`src/rtl/addfe_pkg.sv`:
```
package addfe_pkg;
  localparam int CMD_W = 16;

  localparam int OP_PASS_A = 0;
  localparam int OP_SUB    = 2;
  localparam int OP_PASS_B = 3;
  localparam int OP_INC_A  = 4;
  localparam int OP_DEC_A  = 5;
  localparam int OP_INC_B  = 6;
  localparam int OP_ADD    = 7;
  localparam int OP_DEC_B  = 8;
  localparam int OP_NEG_B  = 14;
  localparam int OP_NEG_A  = 15;

  typedef struct packed {
    logic straight;  // 1: A on lane 1, B on lane 2
    logic keep_l1;   // first port takes lane 1
    logic ones;      // first port forced to all ones
    logic pass;      // 1: second port true, 0: inverted
    logic cin;       // adder carry-in
  } addfe_ctl_t;
endpackage

```
`src/rtl/addfe_ctl.sv`:
```
module addfe_ctl
  import addfe_pkg::*;
(
  input  logic [CMD_W-1:0] cmd_1h,
  output addfe_ctl_t       ctl
);
  logic unused_cmd;
  assign unused_cmd = &{1'b0, cmd_1h[1], cmd_1h[OP_PASS_B], cmd_1h[13:9]};

  always_comb begin
    ctl.straight = ~(cmd_1h[OP_PASS_A] | cmd_1h[OP_INC_A] |
                     cmd_1h[OP_DEC_A]  | cmd_1h[OP_NEG_A]);
    ctl.keep_l1  = cmd_1h[OP_SUB] | cmd_1h[OP_ADD];
    ctl.ones     = cmd_1h[OP_DEC_A] | cmd_1h[OP_DEC_B];
    ctl.pass     = ~(cmd_1h[OP_SUB] | cmd_1h[OP_NEG_B] | cmd_1h[OP_NEG_A]);
    ctl.cin      = ~ctl.pass | cmd_1h[OP_INC_A] | cmd_1h[OP_INC_B];
  end
endmodule

```
`src/rtl/addfe_swap.sv`:
```
module addfe_swap #(
  parameter int W = 4
) (
  input  logic [W-1:0] a_in,
  input  logic [W-1:0] b_in,
  input  logic         straight,
  output logic [W-1:0] lane1,
  output logic [W-1:0] lane2
);
  assign lane1 = straight ? a_in : b_in;
  assign lane2 = straight ? b_in : a_in;
endmodule

```
`src/rtl/addfe_route.sv`:
```
module addfe_route #(
  parameter int W = 4
) (
  input  logic [W-1:0] lane1,
  input  logic [W-1:0] lane2,
  input  logic         keep_l1,
  input  logic         ones,
  input  logic         pass,
  output logic [W-1:0] port_x,
  output logic [W-1:0] port_y
);
  assign port_x = (lane1 & {W{keep_l1}}) | {W{ones}};
  assign port_y = pass ? lane2 : ~lane2;
endmodule

```
`src/rtl/addfe_ripple.sv`:
```
module addfe_ripple #(
  parameter int W = 4
) (
  input  logic [W-1:0] x,
  input  logic [W-1:0] y,
  input  logic         cin,
  output logic [W-1:0] sum,
  output logic         c_msb,
  output logic         cout
);
  logic [W:0] c;
  assign c[0] = cin;

  for (genvar i = 0; i < W; i++) begin : g_fa
    assign sum[i]  = x[i] ^ y[i] ^ c[i];
    assign c[i+1]  = (x[i] & y[i]) | (c[i] & (x[i] ^ y[i]));
  end

  assign c_msb = c[W-1];
  assign cout  = c[W];
endmodule

```
`src/rtl/addfe_shared_adder.sv`:
```
module addfe_shared_adder
  import addfe_pkg::*;
#(
  parameter int W = 4
) (
  input  logic             clk,
  input  logic             rst,
  input  logic [W-1:0]     a_in,
  input  logic [W-1:0]     b_in,
  input  logic [CMD_W-1:0] cmd_1h,
  output logic [W-1:0]     sum_q,
  output logic             cmsb_q,
  output logic             cout_q
);
  localparam logic [W-1:0] ALL1 = {W{1'b1}};

  addfe_ctl_t  ctl;
  logic [W-1:0] lane1, lane2, port_x, port_y, sum_d;
  logic         cmsb_d, cout_d;

  addfe_ctl u_ctl (.cmd_1h(cmd_1h), .ctl(ctl));

  addfe_swap #(.W(W)) u_swap (
    .a_in(a_in), .b_in(b_in), .straight(ctl.straight),
    .lane1(lane1), .lane2(lane2)
  );

  addfe_route #(.W(W)) u_route (
    .lane1(lane1), .lane2(lane2), .keep_l1(ctl.keep_l1),
    .ones(ctl.ones), .pass(ctl.pass), .port_x(port_x), .port_y(port_y)
  );

  addfe_ripple #(.W(W)) u_add (
    .x(port_x), .y(port_y), .cin(ctl.cin),
    .sum(sum_d), .c_msb(cmsb_d), .cout(cout_d)
  );

  always_ff @(posedge clk) begin
    if (rst) begin
      sum_q  <= '0;
      cmsb_q <= 1'b0;
      cout_q <= 1'b0;
    end else begin
      sum_q  <= sum_d;
      cmsb_q <= cmsb_d;
      cout_q <= cout_d;
    end
  end

  // reset clears every output
  assert_reset_clear_R1: assert property (@(posedge clk)
    rst |=> (sum_q == '0 && !cmsb_q && !cout_q));

  // add with A = 0 returns B one cycle later, no carry
  assert_add_zero_R2: assert property (@(posedge clk) disable iff (rst)
    (cmd_1h == (CMD_W'(1) << OP_ADD) && a_in == '0)
      |=> (sum_q == $past(b_in) && !cout_q));

  // negating zero gives zero with a carry-out
  assert_neg_zero_R3: assert property (@(posedge clk) disable iff (rst)
    (cmd_1h == (CMD_W'(1) << OP_NEG_A) && a_in == '0)
      |=> (sum_q == '0 && cout_q && cmsb_q));

  // incrementing all ones wraps to zero with a carry-out
  assert_inc_wrap_R4: assert property (@(posedge clk) disable iff (rst)
    (cmd_1h == (CMD_W'(1) << OP_INC_A) && a_in == ALL1)
      |=> (sum_q == '0 && cout_q));

  // decrement carries out exactly when the operand is non-zero
  assert_dec_carry_R5: assert property (@(posedge clk) disable iff (rst)
    (cmd_1h == (CMD_W'(1) << OP_DEC_A))
      |=> (cout_q == ($past(a_in) != '0)));

  // an idle command passes B with no carries
  assert_idle_b_R8: assert property (@(posedge clk) disable iff (rst)
    (cmd_1h == '0) |=> (sum_q == $past(b_in) && !cout_q && !cmsb_q));
endmodule

```
`config.mk`:
```
export PLATFORM = sky130hd
export DESIGN_NAME = addfe_shared_adder
export DESIGN_NICKNAME = d
export VERILOG_FILES = /design/src/rtl/addfe_pkg.sv /design/src/rtl/addfe_ctl.sv /design/src/rtl/addfe_swap.sv /design/src/rtl/addfe_route.sv /design/src/rtl/addfe_ripple.sv /design/src/rtl/addfe_shared_adder.sv
export SDC_FILE = /design/constraint.sdc
export NUM_CORES = 1
export LEC_CHECK = 0
export CORE_MARGIN = 2
export CORE_UTILIZATION = 28
export DETAILED_ROUTE_END_ITERATION = 7
export GPL_ROUTABILITY_DRIVEN = 0
export GPL_TIMING_DRIVEN = 0
export PLACE_DENSITY = 0.72
export SYNTH_ARGS = -nofsm -noshare
export SYNTH_HDL_FRONTEND = slang
export SYNTH_SLANG_ARGS = --single-unit
export TNS_END_PERCENT = 100
```
`constraint.sdc`:
```
create_clock -name clk -period 3.5 [get_ports clk]
set_clock_uncertainty 0.1 [all_clocks]
set_input_delay 0.875 -clock clk [delete_from_list [all_inputs] [get_ports clk]]
set_output_delay 0.875 -clock clk [all_outputs]
set_load 0.005 [all_outputs]
```
After elaboration in Yosys (flattened, before gate mapping)
Index checks and enable logic that the tools add are counted.

operators by class
  muxes and demuxes = 3
  bitwise logic cells = 32

operators by type and width
  kind         number
  $or 1x1->1   13
  $mux 4       3
  $and 1x1->1  8
  $xor 1x1->1  8
  $and 4x4->4  1
  $not 4->4    1
  $or 4x4->4   1

word-level totals
  logic and storage cells = 38
  output and inout bits = 6
  bits in registers = 6

Depth between registers and ports, before layout
Gate-level depths: netlist (run 1).

  depth in word-level cells = 15
  mapped depth = 10
  depth with buffers taken out = 10

By module
Synthesis (run 1) repeated with hierarchy kept, for this count alone.

unflattened totals
  cells, all modules = 49
  area total of the unflattened synthesis = 518.0 um^2

modules (own cells, without submodules)
  module              cells each  area each (um^2)  times used
  addfe_shared_adder  12          157.7             1
  addfe_swap          9           131.4             1
  addfe_ripple        12          110.1             1
  addfe_route         9           76.3              1
  addfe_ctl           7           42.5              1

Least setup slack after synthesis (run 1)
No wires, ideal clock.

  kind = input to register
  start = input cmd_1h[15]
  end = register sum_q[3]
  stages on the path = 10
  buffers on the path = 0
  setup time = 0.111 ns
  data required time = 3.289 ns
  slack = -0.146 ns
  data arrival time = 3.435 ns
  cell sequence = nor4_4 mux2i_1 xnor2_1 fa_1 inv_1 fa_1 inv_1 fa_1 fa_1 nor2_1

on the way
  longest elaborated chain between the ends = 12
  elaborated cells between the ends (all ways) = 24
  classes of those cells = 3 x mux; 21 x bitwise

RTL lines
  item                                             RTL line                              source
  from (decl)                                      addfe_shared_adder.sv:10              input logic [CMD_W-1:0] cmd_1h,
  $or 1x1->1                                       addfe_ctl.sv:12                       cmd_1h[OP_DEC_A] | cmd_1h[OP_NEG_A]);
  $mux 4, on equally long branches                 addfe_swap.sv:10, addfe_swap.sv:11
  $and 4x4->4 / $not 4->4 (equally long branches)  addfe_route.sv:12, addfe_route.sv:13
  $or 4x4->4 / $mux 4 (equally long branches)      addfe_route.sv:12, addfe_route.sv:13
  $xor 1x1->1                                      addfe_ripple.sv:16                    assign c[i+1] = (x[i] & y[i]) | (c[i] & (x[i] ^ y[i]));
  $and 1x1->1                                      addfe_ripple.sv:16
  $or 1x1->1                                       addfe_ripple.sv:16
  $and 1x1->1                                      addfe_ripple.sv:16
  $or 1x1->1                                       addfe_ripple.sv:16
  $and 1x1->1                                      addfe_ripple.sv:16
  $or 1x1->1                                       addfe_ripple.sv:16
  $xor 1x1->1 *                                    addfe_ripple.sv:15                    assign sum[i] = x[i] ^ y[i] ^ c[i];
  to (signal assigned)                             addfe_shared_adder.sv:44              sum_q <= sum_d;
  to (decl)                                        addfe_shared_adder.sv:11              output logic [W-1:0] sum_q,

Mark *: on every way between the ends. The rest lies on a longest branch, timed or not.
A chain may end at the register's enable or synchronous reset.

Worst setup path in the final report (run 1)
  start = input cmd_1h[4]
  end = register sum_q[3]

on the way
  longest elaborated chain between the ends = 14
  elaborated cells between the ends (all ways) = 25
  classes of those cells = 3 x mux; 22 x bitwise

RTL lines
  item                                             RTL line                              source
  $or 1x1->1 (2 in series)                         addfe_ctl.sv:11                       ctl.straight = ~(cmd_1h[OP_PASS_A] | cmd_1h[OP_INC_A] |
  $or 1x1->1                                       addfe_ctl.sv:12
  $mux 4, on equally long branches                 addfe_swap.sv:10, addfe_swap.sv:11
  $and 4x4->4 / $not 4->4 (equally long branches)  addfe_route.sv:12, addfe_route.sv:13
  $or 4x4->4 / $mux 4 (equally long branches)      addfe_route.sv:12, addfe_route.sv:13
  $xor 1x1->1                                      addfe_ripple.sv:16
  $and 1x1->1                                      addfe_ripple.sv:16
  $or 1x1->1                                       addfe_ripple.sv:16
  $and 1x1->1                                      addfe_ripple.sv:16
  $or 1x1->1                                       addfe_ripple.sv:16
  $and 1x1->1                                      addfe_ripple.sv:16
  $or 1x1->1                                       addfe_ripple.sv:16
  $xor 1x1->1 *                                    addfe_ripple.sv:15

Marks and branches as above.

==> impl_results.md, run 1 <==
* Final WS setup at around 0.073 ns
* Setup TNS at 0 ns
* Post-Route WL at about 910 µm
* Synth Register Bits at 6
* Least-Margin Pin Slew at around 0.32 ns
* Peak supply drop at slightly above 0.09 mV
* FP Rows at 13
* CORE AREA at around 1400 µm²
* Total CTS buffers at 3
* Top-count cell post-synth: mux2i_1
* Xor/xnor share of the synthesized area at approximately 8.4%
* Clock Tree Buf Depth at 2
* Grt peak-use layer: met2
* Placed Cells incl. Taps at a little under 80
* Post-synthesis mux area share at 19.2%
* Clk root buf: clkbuf_4
* Drt drc at 0
* Vias per cell at around 4.5
* Final Hold Viols at 0
* Via count at ~390
* Synth top cells by count: mux2i_1 (8), nor2_1 (7), dfxtp_1 (6), fa_1 (4)
* Largest family of logic cells by synthesized area: adder cells
* Worst Hold Class: in2reg
* Antenna violations before repair at 0
* Min Tclk post-route at between 3 and 4 ns
* Routed Antenna Nets at 0
* Max Cap Viol at 0
* Total leakage power at between 0.2 and 0.3 nW
* Clock Sinks at 6
* DPL Wire Length at 732 µm
* Chip Width at about 43 µm
* Cell area power density at between 200 and 300 nW/µm²
* Syn avg cell area at approximately 11 µm²
* Port Buffer Count at 24
* Synth area leaders: dfxtp_1 (29%), fa_1 (19%), mux2i_1 (19%)
* Synth Area in Compound Gates at about 6.6%
* Syn_nets at roughly 70
* Maximum clock rate at a little under 300 MHz
* Starting Density at between 30% and 40%
* Post-route clock period utilization at between 90% and 100%
* Pin count of the biggest net entering global routing at 7
* Final count of pins violating max slew at 0
* Crit end category: flip-flop
* Grt met1 use at under 10%
* H-Tree Depth at 1
* Setup Viol. Count Final at 0
* Dpl cell area at ~680 µm²
* Die area at around 1800 µm²
* Post-Synth Simple-Gate Area at between 10% and 20%
* Library cells used by synthesis at 13
* Met3 GRT Util at under 10%
* Share of cells above drive strength 1 at 26.0%
* Pre-antenna DRT Iters at 4
* Sequential fraction of the synthesis area at 28.8%
* Post-synth top flop: dfxtp_1
* Cts hold-fix bufs at 0
* Placement Setup Slack at -0.790 ns
* Gate Count Post-Synth at 39
* Final Non-Filler Cells at 88
* Antenna diode count at 0
* Initial drt markers at 1
* Post-route cell area at 764 µm²
* Setup CP Type: in2reg
* Yosys top cell by area: dfxtp_1
* GR Util met2 at between 20% and 30%
* CP required at 3.52 ns
* Post-synthesis adder-cell area fraction at between 10% and 20%
* First-pass GRT wire length at 1.48 mm
* Die Ht at 42.6 µm
* Synthesis-to-layout area growth at 83.5%
* Boundary pin count at 32
* Relative slew slack at approximately four fifths
* Startpoint Class: input port
* GR Overflow Total at 0
* Drt wl/cell at 10.4 µm
* Worst-path clk slew at around 0.04 ns
* Yosys warning total at 0
* Number of global-route vias before repair at about 400
* CTS tree: done
* Worst-path fanout max at 3
* Critical Path AT at roughly 3.5 ns
* Final Net Count at about 110
* Synth top area share at about 29%
* Status: completed
* Total power at 0.215 mW
* Final Core Density at 56.6%
* Post-synthesis async set-or-reset flop share at 0%
* Total global-route track usage at 11.2%
* Post-synth EDFFs at 0
* Post-synthesis cell area at roughly 420 µm²
* Hold Slack at 1.18 ns
## layer usage
metal,vias to the layer above,routed length [µm]
li1,200,-
met1,176,307
met2,17,537
met3,0,66
met4,0,0
met5,-,0
## placed cells by master (no fill, tap or decap)
cell type and instances:
buf_4 7, o21ai_0 1, nor2b_1 1, dfxtp_1 6
mux2i_1 8, nor3b_1 1, clkdlybuf4s50_1 20, o21a_1 3
nor3_4 1, fa_2 3, nor4_4 1, inv_2 2
clkdlybuf4s15_1 1, clkdlybuf4s15_2 1, clkbuf_2 1, dlygate4sd2_1 1
xnor2_1 3, clkbuf_4 3, fa_1 1, xor2_1 1
nor2_1 7
## state kept, by name (all words and copies together), names as in the netlist
| name | count |
|---|---|
| cout_q | 1 |
| cmsb_q | 1 |
| sum_q | 4 |
## final cells by class
type | count | area [µm²]
Fill cell | 122 | 586
Multi-Input combinational cell | 31 | 308
Timing Repair Buffer | 31 | 288
Sequential cell | 6 | 120
Clock buffer | 3 | 22.5
Tap cell | 15 | 18.8
Inverter | 2 | 7.51
## kinds of logic after synthesis
family	after synthesis
XOR/XNOR	4
AO/OA/AOI/OAI	4
AND/OR/NAND/NOR	11
flip-flops	6
buffers and inverters	2
adder cells (fa/ha/maj)	4
multiplexers	8
## final timing paths
path                   end      start  cells after the start
setup / recovery  sum_q[3]  cmd_1h[4]                     12
hold / removal    sum_q[2]        rst                      2
## repair_timing
| item | CTS | global route |
|---|---|---|
| resized for setup | 9 | 5 |
| pin swaps | 4 | 6 |
| endpoints found under the setup margin | 4 | 2 |
| setup buffers | 4 | 3 |
| endpoints found under the hold margin | 0 | 0 |
## power by group
group | total [mW] | leakage (nW) | switching (mW) | internal [mW]
sequential | 0.0787 | 0.0502 | 0.00166 | 0.0770
combinational | 0.0773 | 0.231 | 0.0284 | 0.0489
clock | 0.0595 | 0.0138 | 0.0210 | 0.0385
total | 0.215 | 0.295 | 0.0511 | 0.164
## worst max-delay path, cell delays in order
cell             delay [ns]
clkdlybuf4s15_2        0.21
nor4_4                 0.34
buf_4                  0.18
mux2i_1                0.07
o21a_1                 0.20
fa_2                   0.39
inv_2                  0.07
fa_2                   0.19
inv_2                  0.04
fa_2                   0.35
fa_1                   0.51
nor2_1                 0.04
Power figures use the tool's default switching activity.
==> run 2: changes to the inputs <==
--- a/config.mk
+++ b/config.mk
@@ -5,12 +5,13 @@
 export SDC_FILE = /design/constraint.sdc
 export NUM_CORES = 1
 export LEC_CHECK = 0
-export CORE_MARGIN = 2
-export CORE_UTILIZATION = 28
+export CORE_AREA = 2 2 39 41
 export DETAILED_ROUTE_END_ITERATION = 7
+export DIE_AREA = 0 0 41 43
 export GPL_ROUTABILITY_DRIVEN = 0
 export GPL_TIMING_DRIVEN = 0
-export PLACE_DENSITY = 0.72
+export PLACE_DENSITY = 0.76
+export SETUP_SLACK_MARGIN = 0.15
 export SYNTH_ARGS = -nofsm -noshare
 export SYNTH_HDL_FRONTEND = slang
 export SYNTH_SLANG_ARGS = --single-unit
==> constraint.sdc (replaced) <==
create_clock -name clk -period 4.5 [get_ports clk]
set_clock_uncertainty 0.1 [all_clocks]
set_input_delay 1.125 -clock clk [delete_from_list [all_inputs] [get_ports clk]]
set_output_delay 1.125 -clock clk [all_outputs]
set_load 0.005 [all_outputs]
==> run 2 against run 1 <==
Combinational power down 28%. Via count down 3.1%. Cell count fell by 4.5%. Sequential share of layout area up 1.1 points. Critical path depth is 2 lower. Total power down 24%. Die area is 2.7% lower. First-iteration DRC count rose by 100%. Worst hold slack gained 0.24 ns.
==> impl_results.md, run 2 (same netlist as run 1, synthesis figures left out) <==
* Total global-route track usage at 12.1% (was 11.2%)
* Met1 WL at 299 µm (was 307 µm)
* Final Core Density at 51.6% (was 56.6%)
* Peak supply drop at 0.0605 mV (was 0.0911 mV)
* Top Registers: sum_q: 4 flops, cmsb_q: 1 flops, cout_q: 1 flops (unchanged)
* Final Hold Viols at 0 (unchanged)
* Cell area power density at 230 nW/µm² (was 282 nW/µm²)
* Slowest cell on crit path: nor3_1 (was fa_1)
* Max Cap Viol at 0 (unchanged)
* Path length in cells of the critical path at 10 (was 12)
* Pre-antenna DRT Iters at 3 (was 4)
* WP buf/inv at 3 (was 4)
* Setup CP Type: in2reg (unchanged)
* CP delay by family, top: adder cells (unchanged)
* Maximum clock rate at around 240 MHz
* Placed Cells incl. Taps at 79 (was 78)
* Total CTS buffers at 3 (unchanged)
* Clock Tree Buf Depth at 2 (unchanged)
* Final Net Count at 100 (was 105)
* Antenna diode count at 0 (unchanged)
* Relative slew slack at 49.2% (was 78.7%)
* Register area at 120 µm² (unchanged)
* Startpoint Class: input port (unchanged)
* CORE AREA at 1380 µm² (was 1350 µm²)
* Critical Path AT at 4.14 ns (was 3.45 ns)
* Number of global-route vias before repair at 379 (was 394)
* Worst Hold Class: in2reg (unchanged)
* Drt wl/cell at 9.64 µm (was 10.4 µm)
* Least-Margin Pin Slew at 0.756 ns (was 0.318 ns)
* Clock Sinks at 6 (unchanged)
* Synthesis-to-layout area growth at 71.5% (was 83.5%)
* Boundary pin count at 32 (unchanged)
* Vias per cell at 4.54 (was 4.47)
* Worst-path fanout max at 5 (was 3)
* Unrepaired setup endpoints after global routing: no
* Die area at 1760 µm² (was 1810 µm²)
* Most frequent cells in the layout: clkdlybuf4s50_1 (24), mux2i_1 (8), nor2_1 (7) (was clkdlybuf4s50_1 (20), mux2i_1 (8), nor2_1 (7), buf_4 (7), dfxtp_1 (6))
* Final count of pins violating max slew at 0 (unchanged)
* FP Rows at 14 (was 13)
* Commonest non-fill, non-tap cell in the layout: clkdlybuf4s50_1 (unchanged)
* Via count at 381 (was 393)
* Pin count of the biggest net entering global routing at 9 (was 7)
* Crit-path cells: clkdlybuf4s50_1 -> nor3_1 -> xnor2_1 -> fa_1 -> inv_1 -> fa_1 -> inv_1 -> fa_1 -> fa_1 -> nor2_1 (was clkdlybuf4s15_2 -> nor4_4 -> buf_4 -> mux2i_1 -> o21a_1 -> fa_2 -> inv_2 -> fa_2 -> inv_2 -> fa_2 -> fa_1 -> nor2_1)
* Met2 routed WL at 447 µm (was 537 µm)
* Drt drc at 0 (unchanged)
* Final WS setup at 0.383 ns (was 0.0731 ns)
* Post-Route WL at 810 µm (was 911 µm)
* First-pass GRT wire length at 1.43 mm (was 1.48 mm)
* Chip Width at 41 µm (was 42.6 µm)
* Worst setup endpoint: sum_q[3] (unchanged)
* Port Buffer Count at 24 (unchanged)
* Worst setup path startpoint: cmd_1h[15] (was cmd_1h[4])
* Most frequent CP cell: fa_1 (was fa_2)
* Fill cell count at 147 (was 122)
* Biggest register: sum_q (unchanged)
* Clk root buf: clkbuf_4 (unchanged)
* Top Metal Used: met3 (unchanged)
* GR Overflow Total at 0 (unchanged)
* Share of cells above drive strength 1 at 8.82% (was 26.0%)
* Crit end category: flip-flop (unchanged)
* CTS tree: done (unchanged)
* Worst path max stage delay at 0.66 ns (was 0.51 ns)
* Final Non-Filler Cells at 84 (was 88)
* Status: completed (unchanged)
* Worst-path clk slew at 0.04 ns (about the same)
* Post-route clock period utilization at 91.5%
* Total leakage power at 0.267 nW (was 0.295 nW)
* Max FFs per register at 4 (unchanged)
* Post-CTS resize count at 0 (was 9)
* Starting Density at 30.1% (was 30.9%)
* Placement Setup Slack at -0.126 ns (was -0.790 ns)
* Min Tclk post-route at between 4 and 5 ns
* CP required at 4.53 ns (was 3.52 ns)
* Multi-input gate area at 289 µm² (was 308 µm²)
* Die Ht at 43 µm (was 42.6 µm)
* Initial drt markers at 2 (was 1)
* Antenna violations before repair at 0 (unchanged)
* H-Tree Depth at 1 (unchanged)
* DR WL met3 at 62 µm (was 66 µm)
* Routed Antenna Nets at 0 (unchanged)
* Setup Viol. Count Final at 0 (unchanged)
run 2: worst min path at each step:
stage | from | depth (start not counted) | to | slack [ns]
after CTS | rst | 2 | sum_q[3] | 1.43
after global routing | rst | 2 | sum_q[3] | 1.46
after floorplan | rst | 1 | cmsb_q | 1.09
final | rst | 2 | sum_q[3] | 1.43
after detailed placement | rst | 2 | sum_q[2] | 1.67
after global placement | rst | 2 | sum_q[3] | 1.68
run 2: layout make-up:
| class | count | share of cell area, % |
|---|---|---|
| clock buffer | 3 | 3.15 |
| inverter | 2 | 1.05 |
| multi-input combinational | 31 | 40.5 |
| sequential | 6 | 16.8 |
| tap | 16 | 2.80 |
| timing repair buffer | 26 | 35.7 |
run 2: timing repair:
item                       4_1_cts  5_1_grt
gates cloned                     0        0
setup buffers                    0        2
setup endpoints to repair        1        2
pin swaps                        1        1
hold buffers                     0        0
run 2: report_power, final:
group          internal, mW  leakage [nW]  switching (mW)
logic                0.0361         0.203          0.0198
clock network        0.0300        0.0138          0.0174
registers            0.0599        0.0502         0.00130
run 2: metrics by stage:
stage / cell area (µm²) / hold WS, ns / total power, mW / setup TNS (ns)
2_1_floorplan: 417 / 1.09 / 0.0838 / 0
3_3_place_gp: 677 / 1.68 / 0.116 / -0.0594
3_5_place_dp: 677 / 1.67 / 0.118 / -0.159
4_1_cts: 699 / 1.43 / 0.167 / 0
5_1_grt: 714 / 1.46 / 0.179 / 0
6_report: 714 / 1.43 / 0.164 / 0
run 2: routing by layer:
metal  up-vias  global-route usage (%)
met5         -                       0
met4         0                    8.00
met3         0                    3.14
met2        17                    17.5
met1       174                    15.0
li1        190                       -
